File: src/rtl/adc_reader_pkg.sv
package adc_reader_pkg;

    localparam int unsigned RES_W        = 8;
    localparam int unsigned HALF_PERIODS = 2 * RES_W;

    typedef enum logic [2:0] {
        ST_IDLE,
        ST_START_HI,
        ST_START_LO,
        ST_CONVERT,
        ST_SHIFT
    } rd_state_e;

    typedef struct packed {
        logic        load;
        logic [31:0] count;
    } tmr_cmd_t;

    typedef struct packed {
        logic arm;
        logic step;
    } sclk_cmd_t;

    function automatic int unsigned ceil_div(input int unsigned num, input int unsigned den);
        int unsigned q;
        q = (num + den - 1) / den;
        return (q == 0) ? 1 : q;
    endfunction

    function automatic int unsigned max3(input int unsigned a, input int unsigned b,
                                         input int unsigned c);
        int unsigned m;
        m = (a > b) ? a : b;
        return (m > c) ? m : c;
    endfunction

endpackage

File: src/rtl/adc_reader_timer.sv
module adc_reader_timer #(
    parameter int unsigned CNT_W = 10
) (
    input  logic        clk,
    input  logic        rst,
    input  logic        load,
    input  logic [31:0] count,
    output logic        expired
);

    logic [CNT_W-1:0] cnt_q;

    always_ff @(posedge clk) begin
        if (rst) begin
            cnt_q <= '0;
        end else if (load) begin
            cnt_q <= CNT_W'(count - 32'd1);
        end else if (cnt_q != '0) begin
            cnt_q <= cnt_q - CNT_W'(1);
        end
    end

    assign expired = (cnt_q == '0);

    AST_LOAD_NONZERO: assert property (@(posedge clk) disable iff (rst)
        load |-> (count != 32'd0));

endmodule

File: src/rtl/adc_reader_sclk.sv
module adc_reader_sclk
    import adc_reader_pkg::*;
#(
    parameter logic IDLE_LVL = 1'b0
) (
    input  logic      clk,
    input  logic      rst,
    input  sclk_cmd_t cmd,
    output logic      sclk,
    output logic      sample,
    output logic      last_half
);

    localparam int unsigned EW = $clog2(HALF_PERIODS + 1);
    localparam int unsigned BW = $clog2(RES_W + 1);

    logic          sclk_q;
    logic          fell_q;
    logic [EW-1:0] edges_q;
    logic [BW-1:0] bits_q;

    // A bit is taken on a rising level change once a falling change has moved the data.
    assign sample    = cmd.step && !sclk_q && fell_q && (bits_q < BW'(RES_W));
    assign last_half = (edges_q == EW'(HALF_PERIODS));
    assign sclk      = sclk_q;

    always_ff @(posedge clk) begin
        if (rst) begin
            sclk_q  <= IDLE_LVL;
            fell_q  <= 1'b0;
            edges_q <= '0;
            bits_q  <= '0;
        end else begin
            if (cmd.arm || cmd.step) begin
                sclk_q <= ~sclk_q;
            end
            if (cmd.arm) begin
                edges_q <= EW'(1);
                bits_q  <= BW'(1);
                fell_q  <= sclk_q;
            end else if (cmd.step) begin
                edges_q <= edges_q + EW'(1);
                if (sclk_q) begin
                    fell_q <= 1'b1;
                end
                if (sample) begin
                    bits_q <= bits_q + BW'(1);
                end
            end
        end
    end

    AST_EDGE_BOUND: assert property (@(posedge clk) disable iff (rst)
        edges_q <= EW'(HALF_PERIODS));

    AST_BITS_COMPLETE: assert property (@(posedge clk) disable iff (rst)
        last_half |-> (bits_q == BW'(RES_W)));

    AST_IDLE_AT_END: assert property (@(posedge clk) disable iff (rst)
        last_half |-> (sclk_q == IDLE_LVL));

endmodule

File: src/rtl/adc_reader_shift.sv
module adc_reader_shift #(
    parameter int unsigned W = 8
) (
    input  logic         clk,
    input  logic         rst,
    input  logic         load,
    input  logic         shift_en,
    input  logic         din,
    output logic [W-1:0] word
);

    always_ff @(posedge clk) begin
        if (rst) begin
            word <= '0;
        end else if (load) begin
            word <= {{(W-1){1'b0}}, din};
        end else if (shift_en) begin
            word <= {word[W-2:0], din};
        end
    end

    AST_LOAD_SHIFT_EXCL: assert property (@(posedge clk) disable iff (rst)
        !(load && shift_en));

endmodule

File: src/rtl/adc_reader.sv
module adc_reader
    import adc_reader_pkg::*;
#(
    parameter int unsigned CLK_PERIOD_PS      = 8000,
    parameter int unsigned START_MIN_PS       = 50000,
    parameter int unsigned CONV_MIN_PS        = 7500000,
    parameter int unsigned SCLK_MIN_PERIOD_PS = 200000,
    parameter logic        SCLK_IDLE          = 1'b0
) (
    input  logic             clk,
    input  logic             rst,
    input  logic             req,
    input  logic             chan,
    output logic             busy,
    output logic             done,
    output logic [RES_W-1:0] result,
    output logic             conv_start,
    output logic             sclk,
    input  logic             din
);

    localparam int unsigned START_CYC = ceil_div(START_MIN_PS, CLK_PERIOD_PS);
    localparam int unsigned CONV_CYC  = ceil_div(CONV_MIN_PS, CLK_PERIOD_PS);
    localparam int unsigned HALF_CYC  = ceil_div(SCLK_MIN_PERIOD_PS, 2 * CLK_PERIOD_PS);
    localparam int unsigned CNT_W     = $clog2(max3(START_CYC, CONV_CYC, HALF_CYC) + 1);

    rd_state_e        state_q;
    logic             extra_q;
    logic             busy_q;
    logic             done_q;
    logic             cnvst_q;
    logic [RES_W-1:0] result_q;

    tmr_cmd_t         tmr;
    logic             tmr_exp;
    sclk_cmd_t        sc;
    logic             sample;
    logic             last_half;
    logic [RES_W-1:0] shift_word;

    // Timer and serial clock commands follow the current phase.
    always_comb begin
        tmr = '0;
        sc  = '0;
        unique case (state_q)
            ST_IDLE: begin
                if (req) begin
                    tmr.load  = 1'b1;
                    tmr.count = 32'(START_CYC);
                end
            end
            ST_START_HI: begin
                if (tmr_exp) begin
                    tmr.load  = 1'b1;
                    tmr.count = extra_q ? 32'(START_CYC) : 32'(CONV_CYC);
                end
            end
            ST_START_LO: begin
                if (tmr_exp) begin
                    tmr.load  = 1'b1;
                    tmr.count = 32'(START_CYC);
                end
            end
            ST_CONVERT: begin
                if (tmr_exp) begin
                    tmr.load  = 1'b1;
                    tmr.count = 32'(HALF_CYC);
                    sc.arm    = 1'b1;
                end
            end
            ST_SHIFT: begin
                if (tmr_exp && !last_half) begin
                    tmr.load  = 1'b1;
                    tmr.count = 32'(HALF_CYC);
                    sc.step   = 1'b1;
                end
            end
            default: ;
        endcase
    end

    always_ff @(posedge clk) begin
        if (rst) begin
            state_q  <= ST_IDLE;
            extra_q  <= 1'b0;
            busy_q   <= 1'b0;
            done_q   <= 1'b0;
            cnvst_q  <= 1'b0;
            result_q <= '0;
        end else begin
            done_q <= 1'b0;
            unique case (state_q)
                ST_IDLE: begin
                    if (req) begin
                        state_q <= ST_START_HI;
                        cnvst_q <= 1'b1;
                        busy_q  <= 1'b1;
                        extra_q <= chan;
                    end
                end
                ST_START_HI: begin
                    if (tmr_exp) begin
                        cnvst_q <= 1'b0;
                        state_q <= extra_q ? ST_START_LO : ST_CONVERT;
                    end
                end
                ST_START_LO: begin
                    if (tmr_exp) begin
                        cnvst_q <= 1'b1;
                        extra_q <= 1'b0;
                        state_q <= ST_START_HI;
                    end
                end
                ST_CONVERT: begin
                    if (tmr_exp) begin
                        state_q <= ST_SHIFT;
                    end
                end
                ST_SHIFT: begin
                    if (tmr_exp && last_half) begin
                        state_q  <= ST_IDLE;
                        busy_q   <= 1'b0;
                        done_q   <= 1'b1;
                        result_q <= shift_word;
                    end
                end
                default: state_q <= ST_IDLE;
            endcase
        end
    end

    adc_reader_timer #(
        .CNT_W (CNT_W)
    ) u_timer (
        .clk     (clk),
        .rst     (rst),
        .load    (tmr.load),
        .count   (tmr.count),
        .expired (tmr_exp)
    );

    adc_reader_sclk #(
        .IDLE_LVL (SCLK_IDLE)
    ) u_sclk (
        .clk       (clk),
        .rst       (rst),
        .cmd       (sc),
        .sclk      (sclk),
        .sample    (sample),
        .last_half (last_half)
    );

    adc_reader_shift #(
        .W (RES_W)
    ) u_shift (
        .clk      (clk),
        .rst      (rst),
        .load     (sc.arm),
        .shift_en (sample),
        .din      (din),
        .word     (shift_word)
    );

    assign busy       = busy_q;
    assign done       = done_q;
    assign result     = result_q;
    assign conv_start = cnvst_q;

    // Independent phase-length counters used only by the checks below.
    logic [31:0] conv_len_q;
    logic [31:0] hi_len_q;

    always_ff @(posedge clk) begin
        if (rst) begin
            conv_len_q <= '0;
            hi_len_q   <= '0;
        end else begin
            conv_len_q <= (state_q == ST_CONVERT)  ? conv_len_q + 32'd1 : 32'd0;
            hi_len_q   <= (state_q == ST_START_HI) ? hi_len_q + 32'd1   : 32'd0;
        end
    end

    AST_CONV_WAIT: assert property (@(posedge clk) disable iff (rst)
        sc.arm |-> (conv_len_q == 32'(CONV_CYC - 1)));

    AST_START_WIDTH: assert property (@(posedge clk) disable iff (rst)
        (state_q == ST_START_HI && tmr_exp) |-> (hi_len_q == 32'(START_CYC - 1)));

    AST_NO_SCLK_IN_START: assert property (@(posedge clk) disable iff (rst)
        conv_start |-> (sclk == SCLK_IDLE));

    AST_SCLK_IDLE_WHEN_FREE: assert property (@(posedge clk) disable iff (rst)
        !busy |-> (sclk == SCLK_IDLE));

    AST_DONE_PULSE: assert property (@(posedge clk) disable iff (rst)
        done |=> !done);

    AST_DONE_NOT_BUSY: assert property (@(posedge clk) disable iff (rst)
        done |-> !busy);

    AST_ACCEPT_BUSY: assert property (@(posedge clk) disable iff (rst)
        (!busy && req) |=> busy);

    AST_RESULT_ON_DONE: assert property (@(posedge clk) disable iff (rst)
        !$stable(result) |-> done);

endmodule

File: config.mk
export PLATFORM = sky130hd
export DESIGN_NAME = adc_reader
export DESIGN_NICKNAME = d
export VERILOG_FILES = /design/src/rtl/adc_reader_pkg.sv /design/src/rtl/adc_reader_timer.sv /design/src/rtl/adc_reader_sclk.sv /design/src/rtl/adc_reader_shift.sv /design/src/rtl/adc_reader.sv
export SDC_FILE = /design/constraint.sdc
export NUM_CORES = 1
export LEC_CHECK = 0
export BUFFER_PORTS_ARGS = -buffer_cell sky130_fd_sc_hd__buf_2
export CAP_MARGIN = 30
export CORE_ASPECT_RATIO = 0.9
export CORE_MARGIN = 2
export CORE_UTILIZATION = 59
export DETAILED_ROUTE_END_ITERATION = 12
export PLACE_DENSITY = 0.82
export SLEW_MARGIN = 20
export SYNTH_ARGS = -nofsm -noshare
export SYNTH_HDL_FRONTEND = slang
export SYNTH_SLANG_ARGS = --single-unit
export TNS_END_PERCENT = 20
File: constraint.sdc
create_clock -name clk -period 3.25 [get_ports clk]
set_input_delay 0.325 -clock clk [delete_from_list [all_inputs] [get_ports clk]]
set_output_delay 0.325 -clock clk [all_outputs]
set_load 0.005 [all_outputs]
# Word level (Yosys, flattened, before mapping)
# Cells that the tools add are included.
# Widths: inputs -> output; s select.
dict set report word_totals {
  regBits 44
  in_bits 5
}
dict set report op_classes {
  add_sub_neg 4
  n_lt_le_gt_ge 1
  eq_ne 10
  muxes 39
  n_bitwise 2
  reduce_logical 28
}
# cell count
set ops {}
lappend ops {{$mux 33} 5}
lappend ops {{$pmux 33 s5} 1}
lappend ops {{$mux 10} 3}
lappend ops {{$mux 1} 21}
lappend ops {{$sub 10x1->10 const B} 2}
lappend ops {{$mux 3} 5}
lappend ops {{$pmux 3 s5} 1}
lappend ops {{$reduce_bool 2->1} 6}
lappend ops {{$logic_not 10->1} 1}
lappend ops {{$ne 2x2->1 const B} 5}
lappend ops {{$reduce_bool 10->1} 1}
lappend ops {{$reduce_and 2->1} 4}
lappend ops {{$eq 3x2->1 const B} 2}
lappend ops {{$reduce_and 3->1} 2}
lappend ops {{$add 5x1->5 const B} 1}
lappend ops {{$eq 5x5->1 const B} 1}
lappend ops {{$logic_and 1x1->1} 5}
lappend ops {{$reduce_and 5->1} 1}
lappend ops {{$add 4x1->4 const B} 1}
lappend ops {{$lt 4x4->1 const B} 1}
lappend ops {{$pmux 1 s2} 2}
lappend ops {{$reduce_and 4->1} 1}
lappend ops {{$reduce_or 2->1} 2}
lappend ops {{$eq 3x1->1 const B} 1}
lappend ops {{other kinds (7)} 9}

# Depth between registers and ports, before layout
# Gate-level depths: netlist of run 1.
dict set report depth {
  ltp_word 11
  mapped_depth 11
}

# Modules after synthesis
# Synthesis of run 1 repeated with hierarchy kept, for this count alone.
dict set report unflattened {
  cells_unflattened 249
  area_unflattened_um2 2259.7
}
# mod instances cells_each area_each_um2
set modules_own_cells {}
lappend modules_own_cells {adc_reader 1 98 772.0}
lappend modules_own_cells {adc_reader_timer 1 71 674.4}
lappend modules_own_cells {adc_reader_sclk 1 52 516.7}
lappend modules_own_cells {adc_reader_shift 1 28 296.5}

# Least setup slack after synthesis of run 1
# Ideal clock, no wire load.
dict set report synth_timing {
  path_type {flip-flop to flip-flop}
  start {register u_timer.cnt_q[0]}
  end {register u_timer.cnt_q[4]}
  setup_ns 0.070
  t_arrival_ns 2.503
  slack_ns 0.676
  stages_incl_launch_ff 12
  synth_period_minus_slack_ns 2.574
  path_cell_list {dfxtp_1 or3_1 buf_2 or3_1 buf_6 o21ai_1 nor3_1 ha_1 nand3b_1 nor2_1 a311o_1 a21oi_1}
}
dict set report synth_via {
  elab_chain_cells 6
  elab_cells_between_ends 13
}
# item line
set synth_lines {}
lappend synth_lines {{from (decl)} adc_reader_timer.sv:11} ;# logic [CNT_W-1:0] cnt_q;
lappend synth_lines {{from (signal assigned)} adc_reader_timer.sv:17} ;# cnt_q <= CNT_W'(count - 32'd1);
lappend synth_lines {{from (signal assigned)} adc_reader_timer.sv:19} ;# cnt_q <= cnt_q - CNT_W'(1);
lappend synth_lines {{$logic_not 10->1} adc_reader_timer.sv:23} ;# assign expired = (cnt_q == '0);
lappend synth_lines {{$logic_and 1x1->1} adc_reader.sv:72} ;# if (tmr_exp && !last_half) begin
lappend synth_lines {{$mux 33} adc_reader.sv:72}
lappend synth_lines {{$pmux 33 s5} adc_reader.sv:45} ;# unique case (state_q)
lappend synth_lines {{$sub 10x1->10} adc_reader_timer.sv:17}
lappend synth_lines {{$mux 10} adc_reader_timer.sv:16} ;# end else if (load) begin
# Parallel ways exist; a longest one is shown, timed or not. The select of a mux whose other input is x is not followed.
# A chain may end at the register's enable or synchronous reset.

# Worst setup path after layout of run 1
dict set report layout_timing {
  start {register state_q[1]}
  end {register u_timer.cnt_q[8]}
}
dict set report layout_via {
  elab_chain_cells 4
  elab_cells_between_ends 9
}
# item line
set layout_lines {}
lappend layout_lines {{from (decl)} adc_reader.sv:27} ;# rd_state_e state_q;
lappend layout_lines {{from (signal assigned)} adc_reader.sv:104} ;# state_q <= extra_q ? ST_START_LO : ST_CONVERT;
lappend layout_lines {{$eq 3x3->1, or another cell as far along} adc_reader.sv:45}
lappend layout_lines {{$pmux 33 s5 (*)} adc_reader.sv:45}
lappend layout_lines {{$sub 10x1->10} adc_reader_timer.sv:17}
lappend layout_lines {{$mux 10} adc_reader_timer.sv:16}
# Every way passes the cells marked *; elsewhere a longest branch is shown, timed or not.

==> flow_summary.ini, run 1 <==
[timing]
slew_headroom = 0.6439
setup_violations = 0
tightestPinTransition_ps = 534.2
period_minus_slack_ps = 2724
drv_slew = 0
rsz0062_at_grt = no
fin_tns_setup_ps = 0
skew_ps = 4.929
fmax_mhz = 367.2
period_share = 0.8380
final_hold_viol_count = 0

[clock_network]
postCtsSetupBuffers = 0
cts_resized = 0
insertion_delay_ps = 290
htreeDepth = 2
cts_tree = done
cts.sinks = 44
cts_root_buffer = clkbuf_8
clkTransAtPathRegs_ps = 80
cts_buffers = 5
clockBufferDepth = 2
cts_hold_buf = 0

[placed_design]
dp_hpwl_um = 3164
place.port_buffers = 16
place_congestion = 0.9377

[power]
p_switching_mw = 0.7799
power_mw = 1.945
power.leakage_nw = 0.8926
p_sw_frac = 0.4009
p_int_mw = 1.165
p_seq_frac = 0.359
peakVddDrop_mv = 0.7105
p_per_area_nw_per_um2 = 828.3
p_comb_frac = 0.429
clkPwrFrac = 0.212

[worst_setup_path]
critPathRequiredTime_ps = 3480
arrival_ps = 2950
cp_max_fo = 13
cp-start-kind = flop
slowest_delay_ps = 560
ff2ff_setup_slack_ps = 530
path_cells = and3b_1 > o2111ai_1 > o21ai_1 > nor3_1 > ha_1 > nand3b_1 > or2_2 > o311a_1 > nor3_2
cp-end-kind = flop
crit_slowest_cell = dfxtp_1
crit_type = reg -> reg

[synth]
synth_area_um2 = 2122
netlist.area_leader.share = 0.4151
synth_edf_count = 0
synth.largest_area_cell = dfxtp_1
synth_flop_cell = dfxtp_1
synth_common_cells = dfxtp_1 (44), nor2_1 (29), a21oi_1 (24)
synth_seq_cells = 44
syn-instance-count = 241
synth_seq_area_share = 0.4151
synth_area_per_cell_um2 = 8.805
yosysMostFrequentCell = dfxtp_1
yosysWarnings = 0
yosysUniqueCellTypes = 53
synth_area_leaders = dfxtp_1 (42%), a21oi_1 (5.7%), nor2_1 (5.1%)
synth-async-reset-ratio = 0
syn_nets = 250

[drt]
vias = 1810
wirelength_um = 4303
wl_per_cell_um = 14.25
drc = 0
drt_first_pass_iters = 5
viasPerCell = 5.993
postRouteAntennaNets = 0
initialDrtViolationCount = 136

[layout]
antennaDiodeCount = 0
multiInputGateArea_um2 = 1154
fill_cells = 274
final_net_count = 266
layout-drive-gt1-share = 0.1550
syn2layout_area_growth_pct = 10.67
seqCellArea_um2 = 880.8

[grt]
grt_max_degree = 24
grt_usage = 0.2312
antenna_found_initial = 0
grt_overflow_total = 0
grt_pass1_wl_um = 7148
grt_pass1_vias = 1561

[die]
chipWidth_um = 67.22
die_h_um = 60.90
io_pins = 17
die_area_um2 = 4093
core_area_um2 = 3403
initial_utilization = 0.6235
rows = 20

[flow_run]
max-cap-violations = 0

[worst_hold_path]
hold_path.class = in -> reg

[outcome]
status = complete, no violations
==> layer usage <==
| metal | part of all wire | GRT usage | up-vias |
|---|---|---|---|
| li1 | - | - | 895 |
| met1 | 0.50 | 0.3391 | 855 |
| met2 | 0.43 | 0.3352 | 56 |
| met3 | 0.068 | 0.06865 | 4 |
| met4 | 0.0067 | 0.05248 | 0 |
| met5 | 0 | 0 | - |
==> power groups by stage <==
stage / registers [mW] / logic [mW] / clock network (mW)
after floorplan: 0.670 / 0.691 / 0
after global placement: 0.704 / 0.826 / 0
after detailed placement: 0.707 / 0.823 / 0
after CTS: 0.694 / 0.827 / 0.420
after global routing: 0.711 / 0.932 / 0.447
final: 0.698 / 0.835 / 0.412
==> critical path: cells and delay by family, from the launching register on <==
family,cells,cell delay [ps]
and+or+nand+nor,5,1060
DFF,1,560
AOI/OAI and AO/OA,3,840
adders and majority gates,1,210
==> flip-flops by register name, indices dropped and copies added, names as in the netlist <==
signal / count
extra_q: 1
result: 8
u_sclk.edges_q: 5
u_sclk.bits_q: 4
u_sclk.sclk: 1
busy: 1
u_shift.word: 8
done: 1
conv_start: 1
state_q: 3
u_timer.cnt_q: 10
u_sclk.fell_q: 1
==> logic make-up (layout without fill, tap and decap cells) <==
| kind of cell | count (synthesis) | count (layout) | share of synthesized area |
|---|---|---|---|
| and+or+nand+nor | 106 | 106 | 0.2689 |
| AOI/OAI and AO/OA | 49 | 49 | 0.1675 |
| DFF | 44 | 44 | 0.4151 |
| buffers and inverters | 19 | 36 | 0.04128 |
| xor gates and xnor gates | 10 | 10 | 0.04127 |
| muxes | 9 | 9 | 0.04245 |
| adders and majority gates | 4 | 4 | 0.02359 |
==> layout make-up <==
class	instances	area share
Multi-Input combinational cell	178	0.4912
Clock buffer	5	0.02930
Tap cell	44	0.02344
Clock inverter	3	0.01811
Inverter	6	0.009590
Timing Repair Buffer	22	0.05328
Sequential cell	44	0.3751
==> path summary, 6_finish.rpt <==
path / cells past startpoint / from / end
setup reg to reg: 9 / state_q[1] / u_timer.cnt_q[8]
hold / removal: 3 / chan / extra_q
hold reg to reg: 2 / u_shift.word[7] / u_shift.word[7]
setup / recovery: 9 / state_q[1] / u_timer.cnt_q[8]
==> layout by cell type, fill, tap and decap left out, types with 5 or more instances in the layout <==
cell type / count
a21oi_1: 24
buf_2: 16
buf_4: 6
clkbuf_8: 5
dfxtp_1: 44
inv_1: 6
mux2i_1: 9
nand2_1: 22
nand3_1: 6
nor2_1: 29
nor3_1: 5
or4_1: 5
xnor2_1: 6
==> through the flow <==
stage	util	std cells	cell area, um2	setup slack [ps]	hold WS [ps]
3_3_place_gp	0.6574	294	2237	685.5	451.0
6_report	0.6901	302	2349	526.4	260.0
2_1_floorplan	-	241	2122	676.3	436.0
5_1_grt	0.6901	302	2349	364.1	280.8
3_5_place_dp	0.6574	294	2237	592.4	457.9
4_1_cts	0.6901	302	2349	558.6	255.7
Note: power is estimated with default switching activity, not from simulation.
==> inputs of run 2 (changes only) <==
==> constraint.sdc (replaced) <==
create_clock -name clk -period 2.85 [get_ports clk]
set_input_delay 0.285 -clock clk [delete_from_list [all_inputs] [get_ports clk]]
set_output_delay 0.285 -clock clk [all_outputs]
set_load 0.005 [all_outputs]
==> run 2 against run 1 <==
Compared with the run above:
- core utilization increased by 0.55 points
- global-route usage unchanged
- clock power increased by 17%
- clock-buffer cell count unchanged
- flip-flop and latch count unchanged
- sequential power increased by 14%
- largest cell class unchanged
- largest power group unchanged
- highest routed layer unchanged
==> flow_summary.ini, run 2 (same netlist as run 1, synthesis figures left out) <==
[grt]
antenna_found_initial = 0
grt_overflow_total = 0
grt_pass1_vias = 1494
grt_pass1_wl_um = 7065
grt_use_met1 = 0.3437
grt.met2_usage = 0.3380
grt.busiest_layer = met1
grt_usage = 0.2312
use_met3 = 0.05009
grt_max_degree = 24

[power]
p_per_area_nw_per_um2 = 953.7
peakVddDrop_mv = 0.6144
p_switching_mw = 0.9160
p_seq_frac = 0.351
p_comb_frac = 0.435
p_sw_frac = 0.4057
power.leakage_nw = 0.9054
power_mw = 2.258
clkPwrFrac = 0.214
p_int_mw = 1.342

[drt]
postRouteAntennaNets = 0
drc = 0
wl_per_cell_um = 14.55
initialDrtViolationCount = 171
drt_first_pass_iters = 4
viasPerCell = 6.059
vias = 1842
wirelength_um = 4424

[layout]
top_register = u_timer.cnt_q
largest_register_ffs = 10
syn2layout_area_growth_pct = 11.56
final_area_um2 = 2367
final_net_count = 268
layout-drive-gt1-share = 0.1615
layout_commonest_cell = dfxtp_1
antennaDiodeCount = 0
fill_cells = 293
seqCellArea_um2 = 880.8
multiInputGateArea_um2 = 1154
final_cell_mix = dfxtp_1 (44), nor2_1 (29), a21oi_1 (24), nand2_1 (22), buf_2 (16)

[placed_design]
place_area_um2 = 2252
pre_cts_ws_ps = 252.9
place_congestion = 0.9686
place.port_buffers = 16
dp_hpwl_um = 3179

[die]
core_area_um2 = 3403
die_h_um = 60.90
chipWidth_um = 67.22
rows = 20
io_pins = 17
initial_utilization = 0.6235
die_area_um2 = 4093

[worst_setup_path]
crit_type = reg -> reg
cp_max_fo = 6
cp-start-kind = flop
cp-end-kind = flop
arrival_ps = 2920
ff2ff_path_depth = 9
critPathRequiredTime_ps = 3080

[outcome]
status = complete, no violations

[clock_network]
postCtsSetupBuffers = 0
cts_tree = done
insertion_delay_ps = 290
cts_hold_buf = 0
clkTransAtPathRegs_ps = 80
cts_root_buffer = clkbuf_8
cts.sinks = 44
htreeDepth = 2
cts_buffers = 5
clockBufferDepth = 2
cts_resized = 0

[timing]
final_hold_viol_count = 0
setup_violations = 0
fin_tns_setup_ps = 0
period_share = 0.9458
setup_slack_ps = 154.5
period_minus_slack_ps = 2696
slew_headroom = 0.5979
tightestPinTransition_ps = 597.6
skew_ps = 5.889
drv_slew = 0
rsz0062_at_grt = no
fmax_mhz = 371.0

[flow_run]
max-cap-violations = 0

[worst_hold_path]
min_path_cells = 3
hold_path.class = in -> reg
run 2: changes by cell type in the layout (fill, tap and decap cells not counted):
cell / change
buf_4: +2
clkinv_2: -1
inv_6: +1
run 2: worst paths after layout:
check                        start          endpoint  slack (ps)
setup reg to reg  u_timer.cnt_q[3]  u_timer.cnt_q[6]         150
hold reg to reg    u_shift.word[7]   u_shift.word[7]         460
hold / removal                chan           extra_q         220
setup / recovery  u_timer.cnt_q[3]  u_timer.cnt_q[6]         150
run 2: layout make-up:
| cell class | count | share of cell area |
|---|---|---|
| Sequential cell | 44 | 0.3721 |
| Tap cell | 44 | 0.02326 |
| Clock inverter | 3 | 0.01956 |
| Timing Repair Buffer | 24 | 0.05920 |
| Multi-Input combinational cell | 178 | 0.4873 |
| Inverter | 6 | 0.009514 |
| Clock buffer | 5 | 0.02907 |
run 2: per-layer routing:
layer,wire (um),vias up
li1,-,899
met1,2194,880
met2,1897,53
met3,269,10
met4,62,0
met5,0,-
run 2: stage by stage:
step | cells | utilization | hold slack [ps]
after floorplan | 241 | - | 421.0
after detailed placement | 296 | 0.6618 | 447.8
final | 304 | 0.6956 | 221.2
after global routing | 304 | 0.6956 | 226.6
after global placement | 296 | 0.6618 | 450.1
after CTS | 304 | 0.6956 | 219.8
run 2: worst max-delay path, cell delays in order, from the launching register on:
cell	delay [ps]
dfxtp_1	370
or4_1	620
nor3_2	320
a21oi_1	210
nor2b_1	180
ha_1	200
nand3b_1	160
nor2_1	90
a311o_1	350
a21oi_1	130
run 2: power by group through the flow:
stage | sequential, mW | clock [mW] | combinational [mW]
2_1_floorplan | 0.764 | 0 | 0.788
3_3_place_gp | 0.796 | 0 | 0.956
3_5_place_dp | 0.797 | 0 | 0.962
4_1_cts | 0.785 | 0.488 | 0.971
5_1_grt | 0.801 | 0.525 | 1.08
6_report | 0.793 | 0.482 | 0.983
